--- config.mk ---
export PLATFORM = sky130hd
export DESIGN_NAME = branch_slot_unit
export DESIGN_NICKNAME = d
export VERILOG_FILES = /design/src/rtl/bsu_pkg.sv /design/src/rtl/bsu_decode.sv /design/src/rtl/bsu_resolve.sv /design/src/rtl/branch_slot_unit.sv
export SDC_FILE = /design/constraint.sdc
export NUM_CORES = 1
export LEC_CHECK = 0
export ABC_AREA = 1
export BUFFER_PORTS_ARGS = -buffer_cell sky130_fd_sc_hd__clkbuf_2
export CELL_PAD_IN_SITES_DETAIL_PLACEMENT = 0
export CELL_PAD_IN_SITES_GLOBAL_PLACEMENT = 1
export CORE_ASPECT_RATIO = 1.4
export CORE_UTILIZATION = 34
export DETAILED_ROUTE_END_ITERATION = 8
export MAX_ROUTING_LAYER = met4
export PLACE_DENSITY_LB_ADDON = 0.1
export RECOVER_POWER = 100
export SYNTH_ARGS = -nofsm -noshare
export SYNTH_HDL_FRONTEND = slang
export SYNTH_SLANG_ARGS = --single-unit
export TNS_END_PERCENT = 100
--- constraint.sdc ---
create_clock -name clk -period 2.85 [get_ports clk]
set_clock_uncertainty 0.1 [all_clocks]
set_input_delay 0.1425 -clock clk [delete_from_list [all_inputs] [get_ports clk]]
set_output_delay 0.1425 -clock clk [all_outputs]
set_load 0.01 [all_outputs]
--- src/rtl/bsu_pkg.sv ---
package bsu_pkg;
  localparam logic [5:0] OPC_BEQ  = 6'h04;
  localparam logic [5:0] OPC_BNE  = 6'h05;
  localparam logic [5:0] OPC_BEQL = 6'h14;
  localparam logic [5:0] OPC_BNEL = 6'h15;

  typedef enum logic [2:0] {
    BK_NONE, BK_EQ, BK_NE, BK_EQ_LIKELY, BK_NE_LIKELY
  } br_kind_t;

  // opcodes the surrounding core can carry out
  function automatic logic opc_known(input logic [5:0] opc);
    return (opc == 6'h00) || (opc == OPC_BEQ) || (opc == OPC_BNE) ||
           (opc[5:3] == 3'b001) || (opc == OPC_BEQL) || (opc == OPC_BNEL);
  endfunction
endpackage

--- src/rtl/bsu_decode.sv ---
module bsu_decode
  import bsu_pkg::*;
(
  input  logic [31:0] instr,
  output br_kind_t    kind,
  output logic        known,
  output logic [15:0] offset
);
  logic [5:0] opc;
  assign opc    = instr[31:26];
  assign offset = instr[15:0];
  assign known  = opc_known(opc);

  always_comb begin
    unique case (opc)
      OPC_BEQ:  kind = BK_EQ;
      OPC_BNE:  kind = BK_NE;
      OPC_BEQL: kind = BK_EQ_LIKELY;
      OPC_BNEL: kind = BK_NE_LIKELY;
      default:  kind = BK_NONE;
    endcase
  end
endmodule

--- src/rtl/bsu_resolve.sv ---
module bsu_resolve
  import bsu_pkg::*;
#(
  parameter int AW = 32,
  parameter int DW = 32
) (
  input  br_kind_t        kind,
  input  logic [AW-1:0]   pc,
  input  logic [15:0]     offset,
  input  logic [DW-1:0]   rs_val,
  input  logic [DW-1:0]   rt_val,
  output logic            taken,
  output logic            squash,
  output logic [AW-1:0]   target
);
  localparam int EXT_W = AW - 18;
  logic same;
  logic [AW-1:0] disp;

  assign same = (rs_val == rt_val);
  assign disp = {{EXT_W{offset[15]}}, offset, 2'b00};
  assign target = pc + AW'(4) + disp;

  assign taken = ((kind == BK_EQ || kind == BK_EQ_LIKELY) && same) ||
                 ((kind == BK_NE || kind == BK_NE_LIKELY) && !same);

  // one not-taken term per likely form; new forms are OR-ed in here
  assign squash = ((kind == BK_EQ_LIKELY) && !same) ||
                  ((kind == BK_NE_LIKELY) &&  same);
endmodule

--- src/rtl/branch_slot_unit.sv ---
module branch_slot_unit
  import bsu_pkg::*;
#(
  parameter int AW = 32,
  parameter int DW = 32,
  parameter int CW = 32
) (
  input  logic          clk,
  input  logic          rst,
  input  logic          in_valid,
  input  logic [31:0]   in_instr,
  input  logic [AW-1:0] in_pc,
  input  logic [DW-1:0] in_rs_val,
  input  logic [DW-1:0] in_rt_val,
  output logic          out_valid,
  output logic          out_taken,
  output logic          out_squash,
  output logic [AW-1:0] out_target,
  output logic [AW-1:0] out_next_pc,
  output logic          out_unsup,
  output logic          halted,
  output logic [AW-1:0] fault_pc,
  output logic [31:0]   fault_instr,
  output logic [CW-1:0] retire_count
);
  br_kind_t      kind;
  logic          known;
  logic [15:0]   offset;
  logic          taken_c, squash_c;
  logic [AW-1:0] target_c;

  bsu_decode u_dec (
    .instr (in_instr), .kind (kind), .known (known), .offset (offset)
  );

  bsu_resolve #(.AW(AW), .DW(DW)) u_res (
    .kind (kind), .pc (in_pc), .offset (offset),
    .rs_val (in_rs_val), .rt_val (in_rt_val),
    .taken (taken_c), .squash (squash_c), .target (target_c)
  );

  logic          slot_pend, slot_take;
  logic [AW-1:0] slot_tgt;
  logic          accept, is_br, bad;

  assign accept = in_valid && !halted;
  assign is_br  = (kind != BK_NONE);
  assign bad    = !known || (slot_pend && is_br);

  always_ff @(posedge clk) begin
    if (rst) begin
      out_valid    <= 1'b0;
      out_taken    <= 1'b0;
      out_squash   <= 1'b0;
      out_unsup    <= 1'b0;
      out_target   <= '0;
      out_next_pc  <= '0;
      halted       <= 1'b0;
      fault_pc     <= '0;
      fault_instr  <= '0;
      retire_count <= '0;
      slot_pend    <= 1'b0;
      slot_take    <= 1'b0;
      slot_tgt     <= '0;
    end else begin
      out_valid  <= accept;
      out_taken  <= 1'b0;
      out_squash <= 1'b0;
      out_unsup  <= 1'b0;
      if (accept) begin
        out_target <= target_c;
        if (bad) begin
          out_unsup   <= 1'b1;
          halted      <= 1'b1;
          fault_pc    <= in_pc;
          fault_instr <= in_instr;
          out_next_pc <= in_pc;
          slot_pend   <= 1'b0;
        end else begin
          retire_count <= retire_count + CW'(1);
          if (slot_pend) begin
            out_next_pc <= slot_take ? slot_tgt : in_pc + AW'(4);
            slot_pend   <= 1'b0;
          end else if (is_br) begin
            out_taken   <= taken_c;
            out_squash  <= squash_c;
            out_next_pc <= squash_c ? in_pc + AW'(8) : in_pc + AW'(4);
            slot_pend   <= !squash_c;
            slot_take   <= taken_c;
            slot_tgt    <= target_c;
          end else begin
            out_next_pc <= in_pc + AW'(4);
          end
        end
      end
    end
  end

  // squash moves fetch two words past the branch
  p_squash_skip_r5: assert property (@(posedge clk) disable iff (rst)
    (accept && !bad && !slot_pend && squash_c) |=> (out_next_pc == $past(in_pc) + AW'(8)));

  // a cancelled slot cannot come from a taken branch
  p_squash_not_taken_r5: assert property (@(posedge clk) disable iff (rst)
    !(out_squash && out_taken));

  // count moves by one per retired instruction only
  p_retire_step_r7: assert property (@(posedge clk) disable iff (rst)
    (out_valid && !out_unsup) |-> (retire_count == $past(retire_count) + CW'(1)));

  p_halt_sticky_r8: assert property (@(posedge clk) disable iff (rst)
    halted |=> halted);

  p_idle_quiet_r10: assert property (@(posedge clk) disable iff (rst)
    !out_valid |-> (!out_taken && !out_squash && !out_unsup));

  p_idle_count_r10: assert property (@(posedge clk) disable iff (rst)
    !out_valid |-> $stable(retire_count));
endmodule

Word level (Yosys, flattened, before mapping)
Index checks and enable logic that the tools add are counted.
Storage, ports and cells
  bits in registers: 199
  input port bits: 131
  output and inout port bits: 165
  logic and storage cells: 68
Cells by class
  $add $sub $neg: 4
  equal/unequal tests: 10
  multiplexer cells: 10
  bitwise logic cells: 4
  reduce and logical (&&, ||, !) cells: 27
Operators by type and width (number)
  $mux 32: 5
  $add 32x1->32 const B: 1
  $add 32x3->32 const B: 1
  $add 32x32->32: 1
  $add 32x4->32 const B: 1
  $eq 32x32->1: 1
  $eq 6x3->1 const B: 2
  $eq 6x5->1 const B: 2
  $pmux 3 s4: 1
  $logic_or 1x1->1: 10
  $eq 3x1->1 const B: 2
  $eq 3x2->1 const B: 2
  $logic_and 1x1->1: 6
  $logic_not 6->1: 1
  $reduce_or 5->1: 1
  $logic_not 1->1: 4
  $mux 1: 4
  $not 1->1: 4
  $reduce_and 2->1: 2
  $reduce_and 4->1: 1
  $eq 3x3->1 const B: 1
  $reduce_bool 3->1: 1
  $reduce_or 2->1: 1

Longest topological paths before layout
  depth in word-level cells: 10
  depth in mapped cells: 23

Modules after synthesis
A second synthesis with hierarchy kept.
Second synthesis, totals
  cells, all modules: 2119
  area, all modules: 13166.4 um^2
By module, submodules not included
  branch_slot_unit: times used 1, cells an instance 1524, area each 9915.8 um^2, sequential area each 3983.8 um^2
  bsu_resolve: times used 1, cells an instance 558, area each 3029.2 um^2, sequential area each 0.0 um^2
  bsu_decode: times used 1, cells an instance 37, area each 221.5 um^2, sequential area each 0.0 um^2

Worst setup path before layout
OpenSTA, ideal clock, no wires.
  path type: input to register
  from: input in_pc[2]
  to: register out_target[23]
  setup time: 116 ps
  arrival: 2449 ps
  required time: 2634 ps
  slack: 184 ps
  stages: 19
  path buffers: 0
  path through: ha_1 -> nand3_1 -> nor2_4 -> nand2_2 -> xor2_1 -> inv_1 -> ha_1 -> nand2_1 -> nor2_1 -> inv_1 -> or2_2 -> o21ai_2 -> nand2_1 -> nand2_1 -> inv_1 -> nand2_1 -> nand3_1 -> o211ai_1 -> inv_1
On the way
  word-level cells in the longest chain between the ends: 2
RTL lines
  from (decl): line branch_slot_unit.sv:12  | input logic [AW-1:0] in_pc,
  $add 32x3->32: line bsu_resolve.sv:22  | assign target = pc + AW'(4) + disp;
  $add 32x32->32: line bsu_resolve.sv:22
  to (signal assigned): line branch_slot_unit.sv:71  | out_target <= target_c;
  to (decl): line branch_slot_unit.sv:18  | output logic [AW-1:0] out_target,
No other way between the ends.
A chain may end at the register's enable or synchronous reset.

Final worst setup path
  from: input in_pc[3]
  to: register out_target[28]
The elaborated chain is that of the path after synthesis.

==> results.sh <==
export IMPL_area_sequential_mm2=0.00398
export IMPL_synthFlopType="dfxtp_1"
export IMPL_ant_nets=0
export IMPL_crit_path_start_kind="input pin"
export IMPL_final_cell_mix="nand2_1 (574), inv_1 (279), buf_4 (253)"
export IMPL_cp_end_kind="flip-flop"
export IMPL_combPwrFrac_pct=26.8
export IMPL_cellLeakagePower_nw=8.53
export IMPL_first_pass_iters=5
export IMPL_clock_root_buffer="clkbuf_16"
export IMPL_met1_length_mm=22.0
export IMPL_arrival_ns=2.94
export IMPL_yosys_warnings=0
export IMPL_drc_errors=0
export IMPL_synth_top_cell_area_share_pct=30.8
export IMPL_gp_routability_congestion=0.951
export IMPL_cap_violations=0
export IMPL_layout_drive_gt1_share_pct=20.8
export IMPL_row_count=84
export IMPL_hold_depth=4
export IMPL_sequentialPowerShare_pct=38.8
export IMPL_core_mm2=0.0375
export IMPL_min_period_ns=2.66
export IMPL_synth_area_per_cell_um2=6.23
export IMPL_drv_slew=0
export IMPL_cp_required_ns=3.12
export IMPL_routed_top_layer="met4"
export IMPL_grt_pass1_wl_mm=79.4
export IMPL_start_util_pct=34.4
export IMPL_reg2reg_depth=9
export IMPL_io_buffer_count=295
export IMPL_insertion_delay_ns=0.47
export IMPL_whs_ns=0.0226
export IMPL_first_iter_violations=773
export IMPL_hp_start="in_pc[17]"
export IMPL_netlist_top_cells_area="dfxtp_1 (31%), nand2_1 (17%), inv_1 (8.1%)"
export IMPL_synth_edf_count=0
export IMPL_worst_path_max_fanout=4
export IMPL_max_slew_margin_pct=50.7
export IMPL_mostFrequentLayoutCell="nand2_1"
export IMPL_ctsLongestPathBuffers=2
export IMPL_rsz0062_at_grt="yes"
export IMPL_num_fill_cells=4090
export IMPL_netSwitchingPower_w=0.00273
export IMPL_nets=2784
export IMPL_post_route_period_util_pct=93.5
export IMPL_setup_viol=0
export IMPL_drt_wl_total_mm=52.2
export IMPL_wire_per_inst_um=16.8
export IMPL_die_x_um=167
export IMPL_multiInputGateArea_mm2=0.00780
export IMPL_syn_num_nets=2238
export IMPL_worst_slack_ns=0.186
export IMPL_tightest_slew_ns=0.732
export IMPL_p_total_w=0.00780
export IMPL_ys_seq_area_share_pct=30.8
export IMPL_ys_types=52
export IMPL_crit_type="in -> reg"
export IMPL_dr_wl_met3_mm=1.71
export IMPL_num_vias=14925
export IMPL_ys_ff_latch=199
export IMPL_cts_tree="built"
export IMPL_layout_area_overhead_vs_synth_pct=38.2
export IMPL_syn_area_mm2=0.0129
export IMPL_r2r_start="retire_count[7]$_SDFFE_PP0P_"
export IMPL_p_per_area_mw_per_mm2=437
export IMPL_grt_max_degree=71
export IMPL_ys_async_sr_fraction_pct=0
export IMPL_rr_endpoint="retire_count[16]$_SDFFE_PP0P_"
export IMPL_outcome="finished clean"
export IMPL_clkPwrFrac_pct=34.4
export IMPL_cts_made_buffers=17
export IMPL_netlist_top_cell_by_area="dfxtp_1"
export IMPL_cts_htree_levels=4
export IMPL_track_usage_pct=27.4
export IMPL_wl_met2_mm=26.4
export IMPL_utilization_pct=47.6
export IMPL_antenna_found_initial=1
export IMPL_grt_ovfl_total=0
export IMPL_hold_violations=0
export IMPL_clk_pin_slew_worst_paths_ns=0.09
export IMPL_clock_sinks=199
export IMPL_p_int_w=0.00507
export IMPL_ios=296
export IMPL_setup_tns_ns=0
export IMPL_die_area_mm2=0.0388
export IMPL_peakVddDrop_mv=0.356
export IMPL_die_height_um=233
export IMPL_avgViaCountPerCell=4.81
export IMPL_synthCells=2072
export IMPL_dp_hpwl_mm=41.4
export IMPL_fmax_mhz=375
export IMPL_min_to="fault_pc[17]$_SDFFE_PP0P_"
export IMPL_timing_reg2reg_setup_slack_ns=0.35
export IMPL_hp_class="in -> reg"
export IMPL_switching_share_pct=35.0
export IMPL_grt_pass1_vias=14359
export IMPL_dp_slack_ns=-0.553
-- cell families (layout without fill, tap and decap cells) --
kind of cell	count (synthesis)	in the layout	synth area share (%)
DFF	199	199	30.8
buffers and inverters	374	933	11.2
and+or+nand+nor	1064	1064	35.4
adders and majority gates	35	35	3.45
xor gates and xnor gates	68	68	4.67
other	0	1	0
AOI/OAI and AO/OA	332	332	14.5
-- sequential cells by signal, indices dropped and copies added (netlist names), 32 cells and up --
| signal | count |
|---|---|
| fault_pc | 32 |
| slot_tgt | 32 |
| fault_instr | 32 |
| retire_count | 32 |
| out_next_pc | 32 |
| out_target | 32 |
-- layout make-up --
class                      count  share of cell area (%)
multi-input combinational   1499                    43.7
antenna                        1                  0.0140
inverter                     300                    6.31
clock inverter                15                    1.27
clock buffer                  17                    2.38
tap                          473                    3.32
sequential                   199                    22.3
timing repair buffer         601                    20.7
-- metal layers --
layer	GRT usage, %	up-vias
li1	-	7711
met1	31.0	6764
met2	49.2	366
met3	2.81	84
met4	11.6	0
met5	-	-
-- power groups by stage --
stage / clock [W] / combinational [W] / sequential [W]
after floorplan: 0 / 0.000946 / 0.00316
after global placement: 0 / 0.00202 / 0.00309
after detailed placement: 0 / 0.00202 / 0.00310
after CTS: 0.00276 / 0.00208 / 0.00303
after global routing: 0.00284 / 0.00232 / 0.00305
final: 0.00268 / 0.00209 / 0.00303
-- how the worst max path moves through the flow --
stage,to,start
6_report,out_target[28]$_SDFFE_PP0P_,in_pc[3]
3_3_place_gp,out_target[29]$_SDFFE_PP0P_,in_pc[3]
3_5_place_dp,out_target[29]$_SDFFE_PP0P_,in_pc[3]
4_1_cts,out_target[29]$_SDFFE_PP0P_,in_pc[3]
5_1_grt,out_target[21]$_SDFFE_PP0P_,in_pc[16]
2_1_floorplan,out_target[23]$_SDFFE_PP0P_,in_pc[2]
-- critical path: stages --
cell	delay, ns
clkbuf_4	0.15
ha_2	0.20
nand3_2	0.12
nor2_4	0.17
buf_4	0.14
nand3_1	0.10
xor2_2	0.17
inv_1	0.11
ha_1	0.33
buf_4	0.16
nand2_1	0.08
nor2_1	0.06
buf_4	0.14
a21oi_1	0.29
o21a_1	0.18
nand2_1	0.06
nand2_1	0.07
nand3_1	0.08
o211ai_1	0.12
inv_1	0.06
-- timing repair --
action	CTS	global route
pin swaps	0	18
setup endpoints to repair	3	36
hold buffers	44	0
buffers inserted	0	6
resized for setup	3	75
cloned	0	0
hold endpoints to repair	55	0
-- cell usage after synthesis (5+ instances only) --
library cell,count
o21ai_1,14
buf_2,26
nand2_1,578
nor4_1,6
nand2_2,15
buf_1,5
a31oi_1,14
inv_2,18
a21oi_1,135
o21ai_0,97
nor2_4,7
clkbuf_1,40
o22ai_1,7
nor3_2,7
xor2_1,43
ha_1,34
a22oi_1,15
xnor2_1,24
o21bai_1,5
inv_1,279
nand4_1,20
dfxtp_1,199
nor2_2,10
nor3_1,29
nand3_1,168
nor2_1,206
o211ai_1,28
-- per-stage QoR --
step | cells | area, µm²
floorplan | 2072 | 12900
CTS | 3098 | 17700
global placement | 3022 | 16600
detailed placement | 3022 | 16600
global route | 3105 | 17900
finish | 3105 | 17900
Note: power is estimated with default switching activity, not from simulation.
